===== config.mk =====
export PLATFORM = sky130hd
export DESIGN_NAME = board_ctrl_irq
export DESIGN_NICKNAME = d
export VERILOG_FILES = /design/src/rtl/bcr_pkg.sv /design/src/rtl/bcr_sync.sv /design/src/rtl/bcr_irq_core.sv /design/src/rtl/bcr_regs.sv /design/src/rtl/board_ctrl_irq.sv
export SDC_FILE = /design/constraint.sdc
export NUM_CORES = 1
export LEC_CHECK = 0
export CAP_MARGIN = 20
export CORE_ASPECT_RATIO = 1.2
export CORE_MARGIN = 4
export CORE_UTILIZATION = 57
export CTS_CLUSTER_SIZE = 10
export DETAILED_ROUTE_END_ITERATION = 6
export PLACE_DENSITY = 0.74
export RECOVER_POWER = 50
export REMOVE_ABC_BUFFERS = 1
export SLEW_MARGIN = 5
export SYNTH_ARGS = -nofsm -noshare
export SYNTH_HDL_FRONTEND = slang
export SYNTH_HIERARCHICAL = 1
export SYNTH_SLANG_ARGS = --single-unit

===== constraint.sdc =====
create_clock -name clk -period 4.9 [get_ports clk]
set_clock_uncertainty 0.1 [all_clocks]
set_input_delay 0.98 -clock clk [delete_from_list [all_inputs] [get_ports clk]]
set_output_delay 0.98 -clock clk [all_outputs]
set_load 0.03 [all_outputs]

===== src/rtl/bcr_pkg.sv =====
package bcr_pkg;
  localparam int unsigned DW       = 32;
  localparam int unsigned AW       = 20;
  localparam int unsigned GP_NUM   = 8;
  localparam logic [DW-1:0] IRQ_WR_PAT = 32'h000F_EEFF;
  localparam logic [AW-1:0] OFF_MASK  = 20'h000C0;
  localparam logic [AW-1:0] OFF_PEND  = 20'h000D0;
  localparam logic [AW-1:0] OFF_SLOT0 = 20'h000E0;
  localparam logic [AW-1:0] OFF_SLOT1 = 20'h000E4;
  localparam int unsigned SLOT_CTL_W = 5;
  localparam int unsigned SLOT_CD_BIT = 5;
  localparam int unsigned SLOT_RDY_BIT = 10;

  // byte offset of general-purpose word idx
  function automatic logic [AW-1:0] gp_off(input int unsigned idx);
    case (idx)
      0: gp_off = 20'h00010;
      1: gp_off = 20'h00014;
      2: gp_off = 20'h00040;
      3: gp_off = 20'h00060;
      4: gp_off = 20'h00080;
      5: gp_off = 20'h00084;
      6: gp_off = 20'h00088;
      default: gp_off = 20'h00090;
    endcase
  endfunction

  function automatic logic addr_mapped(input logic [AW-1:0] a);
    logic hit;
    hit = (a == OFF_MASK) || (a == OFF_PEND) || (a == OFF_SLOT0) || (a == OFF_SLOT1);
    for (int unsigned i = 0; i < GP_NUM; i++) hit = hit || (a == gp_off(i));
    return hit;
  endfunction

  // next pending word: software write wins, otherwise sticky OR of masked levels
  function automatic logic [DW-1:0] pend_next(input logic [DW-1:0] pend,
                                              input logic [DW-1:0] lvl,
                                              input logic [DW-1:0] mask,
                                              input logic          sw_wr,
                                              input logic [DW-1:0] wdata);
    return sw_wr ? (wdata & IRQ_WR_PAT) : (pend | (lvl & mask));
  endfunction

  // slot status word from control bits and synchronized detect line
  function automatic logic [DW-1:0] slot_word(input logic [SLOT_CTL_W-1:0] ctl,
                                              input logic line_hi);
    logic [DW-1:0] w;
    w = '0;
    w[SLOT_CTL_W-1:0] = ctl;
    w[SLOT_CD_BIT]    = ~line_hi;
    w[SLOT_RDY_BIT]   = 1'b1;
    return w;
  endfunction
endpackage


===== src/rtl/bcr_sync.sv =====
module bcr_sync #(
  parameter int unsigned W = 16
) (
  input  logic         clk,
  input  logic         rst_n,
  input  logic [W-1:0] async_in,
  output logic [W-1:0] level_q
);
  for (genvar i = 0; i < W; i++) begin : g_bit
    logic meta_q;
    logic lvl_q;
    always_ff @(posedge clk or negedge rst_n) begin
      if (!rst_n) begin
        meta_q <= 1'b0;
        lvl_q  <= 1'b0;
      end else begin
        meta_q <= async_in[i];
        lvl_q  <= meta_q;
      end
    end
    assign level_q[i] = lvl_q;
  end
endmodule


===== src/rtl/bcr_irq_core.sv =====
module bcr_irq_core
  import bcr_pkg::*;
#(
  parameter int unsigned N_IRQ = 16
) (
  input  logic             clk,
  input  logic             rst_n,
  input  logic [N_IRQ-1:0] level,
  input  logic             wr_mask,
  input  logic             wr_pend,
  input  logic [DW-1:0]    wdata,
  output logic [DW-1:0]    mask_q,
  output logic [DW-1:0]    pend_q,
  output logic             irq_q
);
  logic [DW-1:0] level_ext;
  logic [DW-1:0] pend_d;
  logic          any_active;

  assign level_ext  = DW'(level);
  assign pend_d     = pend_next(pend_q, level_ext, mask_q, wr_pend, wdata);
  assign any_active = |(pend_q & mask_q);

  always_ff @(posedge clk or negedge rst_n) begin
    if (!rst_n) begin
      mask_q <= '0;
      pend_q <= '0;
      irq_q  <= 1'b0;
    end else begin
      if (wr_mask) mask_q <= wdata & IRQ_WR_PAT;
      pend_q <= pend_d;
      irq_q  <= any_active;
    end
  end
endmodule


===== src/rtl/bcr_regs.sv =====
module bcr_regs
  import bcr_pkg::*;
(
  input  logic          clk,
  input  logic          rst_n,
  input  logic          wr,
  input  logic          rd,
  input  logic [AW-1:0] addr,
  input  logic [DW-1:0] wdata,
  input  logic [DW-1:0] mask_q,
  input  logic [DW-1:0] pend_q,
  input  logic [1:0]    cd_line,
  output logic [DW-1:0] rdata
);
  logic [DW-1:0] gp_rd [GP_NUM];
  logic [DW-1:0] slot_rd [2];
  logic [DW-1:0] rd_val;

  for (genvar g = 0; g < GP_NUM; g++) begin : g_gp
    logic [DW-1:0] q;
    always_ff @(posedge clk or negedge rst_n) begin
      if (!rst_n)                        q <= '0;
      else if (wr && addr == gp_off(g))  q <= wdata;
    end
    assign gp_rd[g] = q;
  end

  for (genvar s = 0; s < 2; s++) begin : g_slot
    localparam logic [AW-1:0] SOFF = (s == 0) ? OFF_SLOT0 : OFF_SLOT1;
    logic [SLOT_CTL_W-1:0] ctl_q;
    always_ff @(posedge clk or negedge rst_n) begin
      if (!rst_n)                  ctl_q <= '0;
      else if (wr && addr == SOFF) ctl_q <= wdata[SLOT_CTL_W-1:0];
    end
    assign slot_rd[s] = slot_word(ctl_q, cd_line[s]);
  end

  always_comb begin
    rd_val = '0;
    for (int unsigned i = 0; i < GP_NUM; i++)
      if (addr == gp_off(i)) rd_val = gp_rd[i];
    if (addr == OFF_MASK)  rd_val = mask_q;
    if (addr == OFF_PEND)  rd_val = pend_q;
    if (addr == OFF_SLOT0) rd_val = slot_rd[0];
    if (addr == OFF_SLOT1) rd_val = slot_rd[1];
  end

  always_ff @(posedge clk or negedge rst_n) begin
    if (!rst_n)  rdata <= '0;
    else if (rd) rdata <= rd_val;
  end
endmodule


===== src/rtl/board_ctrl_irq.sv =====
module board_ctrl_irq
  import bcr_pkg::*;
#(
  parameter int unsigned N_IRQ   = 16,
  parameter int unsigned CD0_SRC = 9,
  parameter int unsigned CD1_SRC = 13
) (
  input  logic             clk,
  input  logic             rst_n,
  input  logic             req_valid,
  input  logic             req_write,
  input  logic [AW-1:0]    req_addr,
  input  logic [DW-1:0]    req_wdata,
  output logic [DW-1:0]    rsp_rdata,
  input  logic [N_IRQ-1:0] irq_in,
  output logic             irq_out
);
  // named internal events for the checker
  logic             wr_ev;
  logic             rd_ev;
  logic             mask_wr_ev;
  logic             pend_wr_ev;
  logic [N_IRQ-1:0] level_w;
  logic [DW-1:0]    mask_w;
  logic [DW-1:0]    pend_w;
  logic [1:0]       cd_w;

  assign wr_ev      = req_valid & req_write;
  assign rd_ev      = req_valid & ~req_write;
  assign mask_wr_ev = wr_ev && (req_addr == OFF_MASK);
  assign pend_wr_ev = wr_ev && (req_addr == OFF_PEND);
  assign cd_w       = {level_w[CD1_SRC], level_w[CD0_SRC]};

  bcr_sync #(.W(N_IRQ)) u_sync (
    .clk      (clk),
    .rst_n    (rst_n),
    .async_in (irq_in),
    .level_q  (level_w)
  );

  bcr_irq_core #(.N_IRQ(N_IRQ)) u_core (
    .clk     (clk),
    .rst_n   (rst_n),
    .level   (level_w),
    .wr_mask (mask_wr_ev),
    .wr_pend (pend_wr_ev),
    .wdata   (req_wdata),
    .mask_q  (mask_w),
    .pend_q  (pend_w),
    .irq_q   (irq_out)
  );

  bcr_regs u_regs (
    .clk     (clk),
    .rst_n   (rst_n),
    .wr      (wr_ev),
    .rd      (rd_ev),
    .addr    (req_addr),
    .wdata   (req_wdata),
    .mask_q  (mask_w),
    .pend_q  (pend_w),
    .cd_line (cd_w),
    .rdata   (rsp_rdata)
  );
endmodule


==> results.txt, run 1 <==
Wire length per cell: 24.5 µm
Nets@finish: 1522
Drt pass-1 iters: 7
Sw Pwr: 1.35 mW
Post-synthesis instance area: 17000 µm²
Clk_lat worst skew: 530 ps
Status: complete, but fails checks
Failing checks: capacitance limit, slew limit
PortBufs: 102
Peak supply drop: 278 µV
Multi-input gate area: 7320 µm²
ANT cells: 0
Hold Path Sink: u_sync/g_bit[2].lvl_q$_DFF_PN0_
Post-Layout Cell Count: 1846
Row count: 69
Switching part of the total: 22.3%
R2r endpoint: u_core/irq_q$_DFF_PN0_
CTS sink count: 363
Drt drc: 0
Critical path type: input port to flip-flop
Die Y-Extent: 197 µm
Drt total wl: 45.2 mm
Clock Tree Root: clkbuf_16
Share of cells above drive strength 1: 28.5%
Most frequent cell on the critical path: o22ai_1
Fin crit share: 76.0%
Starting Density: 57.7%
Rel. slew slack: -56.0%
Global router's overall resource usage: 27.4%
Vias in the first global route: 12100
Logic pwr share: 5.3%
Clock share of power: 44.5%
Reg2reg path depth: 4
Die Area: 32700 µm²
MaxCap Viol Count: 1
CP max stage delay: 840 ps
Register-to-register setup slack: 3020 ps
Initial antenna violation count: 1
Max Clk Rate: 269 MHz
Post-DRT Antenna Nets: 0
Crit start category: input port
CTS clk-pin slew, worst paths: 50 ps
Fillcell total: 2209
Vias post-DR: 11700
Worst min-delay path startpoint: u_sync/g_bit[2].meta_q$_DFF_PN0_
Top Ports: 105
Worst hold path type: flip-flop to flip-flop
Most frequent cells in the layout: 363 x dfrtp_1, 229 x mux2_2, 86 x clkdlybuf4s50_1
Post-CTS Setup Inserts: 0
Tightest Pin Transition: 2340 ps
CP Buf/Inv Count: 1
Final RePlAce weighted congestion: 0.934
Post-synthesis area per instance: 12.5 µm²
Routed via count divided by cell count: 6.35
CTS tree: yes
Reg2Reg Launch Point: u_core/pend_q[2]$_DFF_PN0_
Critical Path Start: req_addr[11]
Overall power: 6.05 mW
Max clock buf depth: 3
First-pass GRT wire length: 70.4 mm
H-tree depth: 2
Detail Placement HPWL: 28.6 mm
Final Slew Violations: 90
CTS Buf Count: 42
CP top delay family: simple AND/OR/NAND/NOR gates
Ys Warns: 6
Fin. Hold Viols: 0
Slowest library cell on the worst path: or3_1
Min cycle time layout: 3720 ps
P_leak: 9.37 nW
Largest net degree at the start of global routing: 103
Worst Path Required: 5180 ps
Dpl cells: 1796
Gr ovfl total: 0
Unrepaired setup endpoints after global routing: no
Worst setup EP type: flip-flop
CP max FO: 14
Crit path cell chain: clkdlybuf4s50_1 > nor4_4 > nand3_2 > or3_1 > o22ai_1 > nor3_1 > a221oi_2 > o22ai_1
Post_cts resized: 0
Area grow syn2layout: 13.9%
Starting DRT DRC Count: 980
Mapped Cells: 1367
Hold Crit Depth: 0
Power per cell area: 312 nW/µm²
Pint: 4.70 mW
CTS hold repair buffers: 0
Core ar.: 29500 µm²
Final setup viols: 0
Flop pwr share: 50.3%
Die span in x: 166 µm
Most common cell after layout, fill and taps aside: dfrtp_1
WP data arrival: 4010 ps
Register area: 9080 µm²
-- metrics by stage --
stage	hold WS, ps	utilization [%]	setup WS (ps)	TNS (ps)	area (µm²)
6_report	247	65.7	1180	0	19400
2_1_floorplan	231	-	-269	-8600	16400
3_5_place_dp	236	62.0	768	0	18300
5_1_grt	248	65.7	705	0	19400
4_1_cts	248	65.8	1260	0	19400
3_3_place_gp	232	62.0	797	0	18300
-- sequential cells by signal, summed over array words and instances (netlist names) --
name and count:
u_regs/g_slot.ctl_q 10, u_core/mask_q 18, u_sync/g_bit.lvl_q 14, u_sync/g_bit.meta_q 14, u_regs/g_gp.q 256, u_core/irq_q 1
u_regs/rdata 32, u_core/pend_q 18
-- metal layers --
metal / track usage [%] / wire length [µm]
met3: 5.52 / 3430
met2: 45.8 / 22000
met5: 0 / 13
met1: 36.1 / 18400
met4: 9.20 / 1430
-- worst reg2reg max path: cells and delay by family (launching register included) --
kind             cells  cell delay (ps)
AND/OR/NAND/NOR      2              410
flip-flops           1              430
AO/OA/AOI/OAI        2              750
-- layout make-up --
cell class,count,share of cell area (%)
Timing Repair Buffer,145,7.17
Sequential cell,363,46.8
Clock buffer,49,5.71
Clock inverter,1,0.0451
Multi-Input combinational cell,894,37.7
Tap cell,390,2.51
Inverter,4,0.0773
-- power by group through the flow --
stage                     Combinational [mW]  Clock (mW)  Sequential, mW
after CTS                              0.325        2.73            3.04
after floorplan                       0.0647           0            3.11
final                                  0.319        2.69            3.04
after global routing                   0.349        2.86            3.04
after global placement                 0.320           0            3.09
after detailed placement               0.324           0            3.09
-- worst max-delay path by stage --
stage | slack [ps] | end | cells past startpoint
2_1_floorplan | -270 | u_regs/g_gp[7].q[0]$_DFFE_PN0P_ | 5
4_1_cts | 1260 | u_regs/rdata[19]$_DFFE_PN0P_ | 7
3_3_place_gp | 800 | u_regs/rdata[30]$_DFFE_PN0P_ | 8
3_5_place_dp | 770 | u_regs/rdata[30]$_DFFE_PN0P_ | 8
5_1_grt | 710 | u_regs/g_gp[0].q[23]$_DFFE_PN0P_ | 2
6_report | 1180 | u_regs/rdata[30]$_DFFE_PN0P_ | 8
No activity file was read; power rests on OpenSTA's default activity.
==> run 2, diff against run 1 <==
==> constraint.sdc (replaced) <==
create_clock -name clk -period 3.85 [get_ports clk]
set_clock_uncertainty 0.1 [all_clocks]
set_input_delay 0.77 -clock clk [delete_from_list [all_inputs] [get_ports clk]]
set_output_delay 0.77 -clock clk [all_outputs]
set_load 0.03 [all_outputs]
==> run 2 against run 1 <==
Total power rose by 28%; global-route usage rose by 0.37 points; combinational power rose by 32%; core utilization rose by 1.1 points; highest routed layer unchanged; the flow still finishes with violations (capacitance limit, slew limit); critical path depth rose by 2; non-clock buffer count rose by 36.
==> results.txt, run 2 (synthesized netlist as in run 1, its figures left out) <==
Status: complete, but fails checks
Failing checks: capacitance limit, slew limit
Gr ovfl total: 0 (unchanged)
Die Area: 32700 µm² (unchanged)
Detail Placement HPWL: 30.3 mm (+6.2%)
Hold Path Sink: u_sync/g_bit[3].lvl_q$_DFF_PN0_
Crit start category: input port
Global router's overall resource usage: 27.7% (+0.37 points)
Routed via count divided by cell count: 6.35 (about the same)
Register-to-register setup slack: 2010 ps (-1010 ps)
Biggest regs: u_regs/g_gp.q x256, u_regs/rdata x32
Grt met2 use: 46.9% (+1.1 points)
Tightest Pin Transition: 2150 ps (-190 ps)
Die Y-Extent: 197 µm (unchanged)
Peak supply drop: 348 µV (+25%)
Share of cells above drive strength 1: 30.4% (+1.9 points)
P_leak: 9.55 nW (+2.0%)
Max reg flops: 256 (unchanged)
Die span in x: 166 µm (unchanged)
MaxCap Viol Count: 1 (unchanged)
Most frequent cells in the layout: 363 x dfrtp_1, 229 x mux2_2, 86 x clkdlybuf4s50_1
Wire length per cell: 24.7 µm (+0.60%)
Unrepaired setup endpoints after global routing: no
Core ar.: 29500 µm² (unchanged)
GRT busiest layer: met2
Row count: 69 (unchanged)
Starting Density: 57.7% (unchanged)
Vias in the first global route: 12200 (+0.62%)
Most common cell after layout, fill and taps aside: dfrtp_1
Max Clk Rate: 289 MHz
Overall power: 7.77 mW (+28%)
Post-CTS Setup Inserts: 0 (unchanged)
Worst Path Required: 4160 ps (-1020 ps)
TNS Setup: 0 ps (unchanged)
CP max FO: 8 (-6)
CTS Buf Count: 42 (unchanged)
PortBufs: 102 (unchanged)
Post-DRT Antenna Nets: 0 (unchanged)
Worst hold path type: flip-flop to flip-flop
Final setup viols: 0 (unchanged)
Reg2reg path depth: 7 (+3)
Post_cts resized: 0 (unchanged)
Power per cell area: 394 nW/µm² (+26%)
Drt pass-1 iters: 7 (unchanged)
WP data arrival: 3770 ps (-240 ps)
Clock Tree Root: clkbuf_16
Final RePlAce weighted congestion: 0.941 (+0.79%)
H-tree depth: 2 (unchanged)
Worst setup EP type: flip-flop
Min cycle time layout: 3460 ps
Max clock buf depth: 3 (unchanged)
Slowest library cell on the worst path: clkdlybuf4s50_1
Vias post-DR: 12000 (+1.9%)
Drt total wl: 46.4 mm (+2.6%)
CTS clk-pin slew, worst paths: 50 ps (about the same)
Clk_lat worst skew: 530 ps (about the same)
Worst min-delay path startpoint: u_sync/g_bit[3].meta_q$_DFF_PN0_
Met3 Use GR: 4.54% (-0.98 points)
Starting DRT DRC Count: 1079 (+10%)
Nets@finish: 1558 (+2.4%)
Hold Crit Depth: 0 (unchanged)
Top Ports: 105 (unchanged)
CP max stage delay: 660 ps (-180 ps)
Initial antenna violation count: 1 (unchanged)
CTS tree: yes
Rel. slew slack: -43.4% (+13 points)
Largest register by flop count: u_regs/g_gp.q
DP Area: 18700 µm² (+1.9%)
Area grow syn2layout: 15.8%
Fin. Hold Viols: 0 (unchanged)
Largest net degree at the start of global routing: 85 (-17%)
Drt drc: 0 (unchanged)
Design Area, Final: 19700 µm² (+1.7%)
First-pass GRT wire length: 71.5 mm (+1.6%)
Met1 Track Usage GR: 36.7% (+0.57 points)
CTS hold repair buffers: 0 (unchanged)
Dpl cells: 1832 (+2.0%)
Crit path cell chain: clkdlybuf4s50_1 > buf_4 > nor4b_1 > nand2_1 > or3_1 > buf_4 > o22ai_1 > nor2_1 > a211oi_1 > nor2_1
Critical path type: input port to flip-flop
ANT cells: 0 (unchanged)
Post-Layout Cell Count: 1882 (+2.0%)
Final Slew Violations: 84 (-6.7%)
R2r endpoint: u_regs/rdata[10]$_DFFE_PN0P_
Post-route core utilization: 66.9% (+1.1 points)
CTS sink count: 363 (unchanged)
Reg2Reg Launch Point: u_regs/g_gp[1].q[10]$_DFFE_PN0P_
Fin crit share: 89.9%
[run 2: cell types whose count changed in the layout (fill, tap and decap cells not counted)]
cell / delta
clkbuf_8: +1
inv_16: +1
clkbuf_4: +2
buf_12: +2
buf_4: +32
a221oi_2: +1
a221oi_1: -1
clkbuf_1: -2
[run 2: worst max-delay path by stage]
stage	from	to	slack, ps	cells past startpoint
final	req_addr[5]	u_regs/rdata[3]$_DFFE_PN0P_	390	10
after global routing	rst_n	u_regs/g_gp[7].q[6]$_DFFE_PN0P_	330	2
after CTS	req_addr[5]	u_regs/rdata[3]$_DFFE_PN0P_	580	10
after detailed placement	req_addr[5]	u_regs/rdata[3]$_DFFE_PN0P_	30	10
after global placement	req_addr[5]	u_regs/rdata[4]$_DFFE_PN0P_	50	10
after floorplan	req_addr[13]	u_regs/g_gp[7].q[0]$_DFFE_PN0P_	-1110	5
[run 2: critical path, delay by kind of cell]
family	cells	cell delay, ps
simple gates	5	1390
buf+inv	3	1160
compound gates	2	420
[run 2: layout make-up]
class | count | area (µm²)
Clock buffer | 48 | 1110
Multi-Input combinational cell | 894 | 7320
Tap cell | 390 | 488
Timing Repair Buffer | 181 | 1690
Clock inverter | 2 | 28.8
Inverter | 4 | 15.0
Sequential cell | 363 | 9080
Fill cell | 2190 | 9790
[run 2: metrics by stage]
stage	setup WS [ps]	hold WS (ps)
2_1_floorplan	-1110	231
3_3_place_gp	46.6	233
6_report	390	246
3_5_place_dp	34.4	236
5_1_grt	327	251
4_1_cts	580	174
[run 2: per-layer routing]
layer  vias up  routed length (µm)
li1       5205                   -
met1      6157               18900
met2       477               23100
met3       109                2910
met4         2                1540
met5         -                  13
[run 2: power breakdown]
group	switching (mW)	internal (mW)
logic	0.278	0.143
clock network	1.46	2.02
registers	0.0184	3.85
total	1.75	6.02
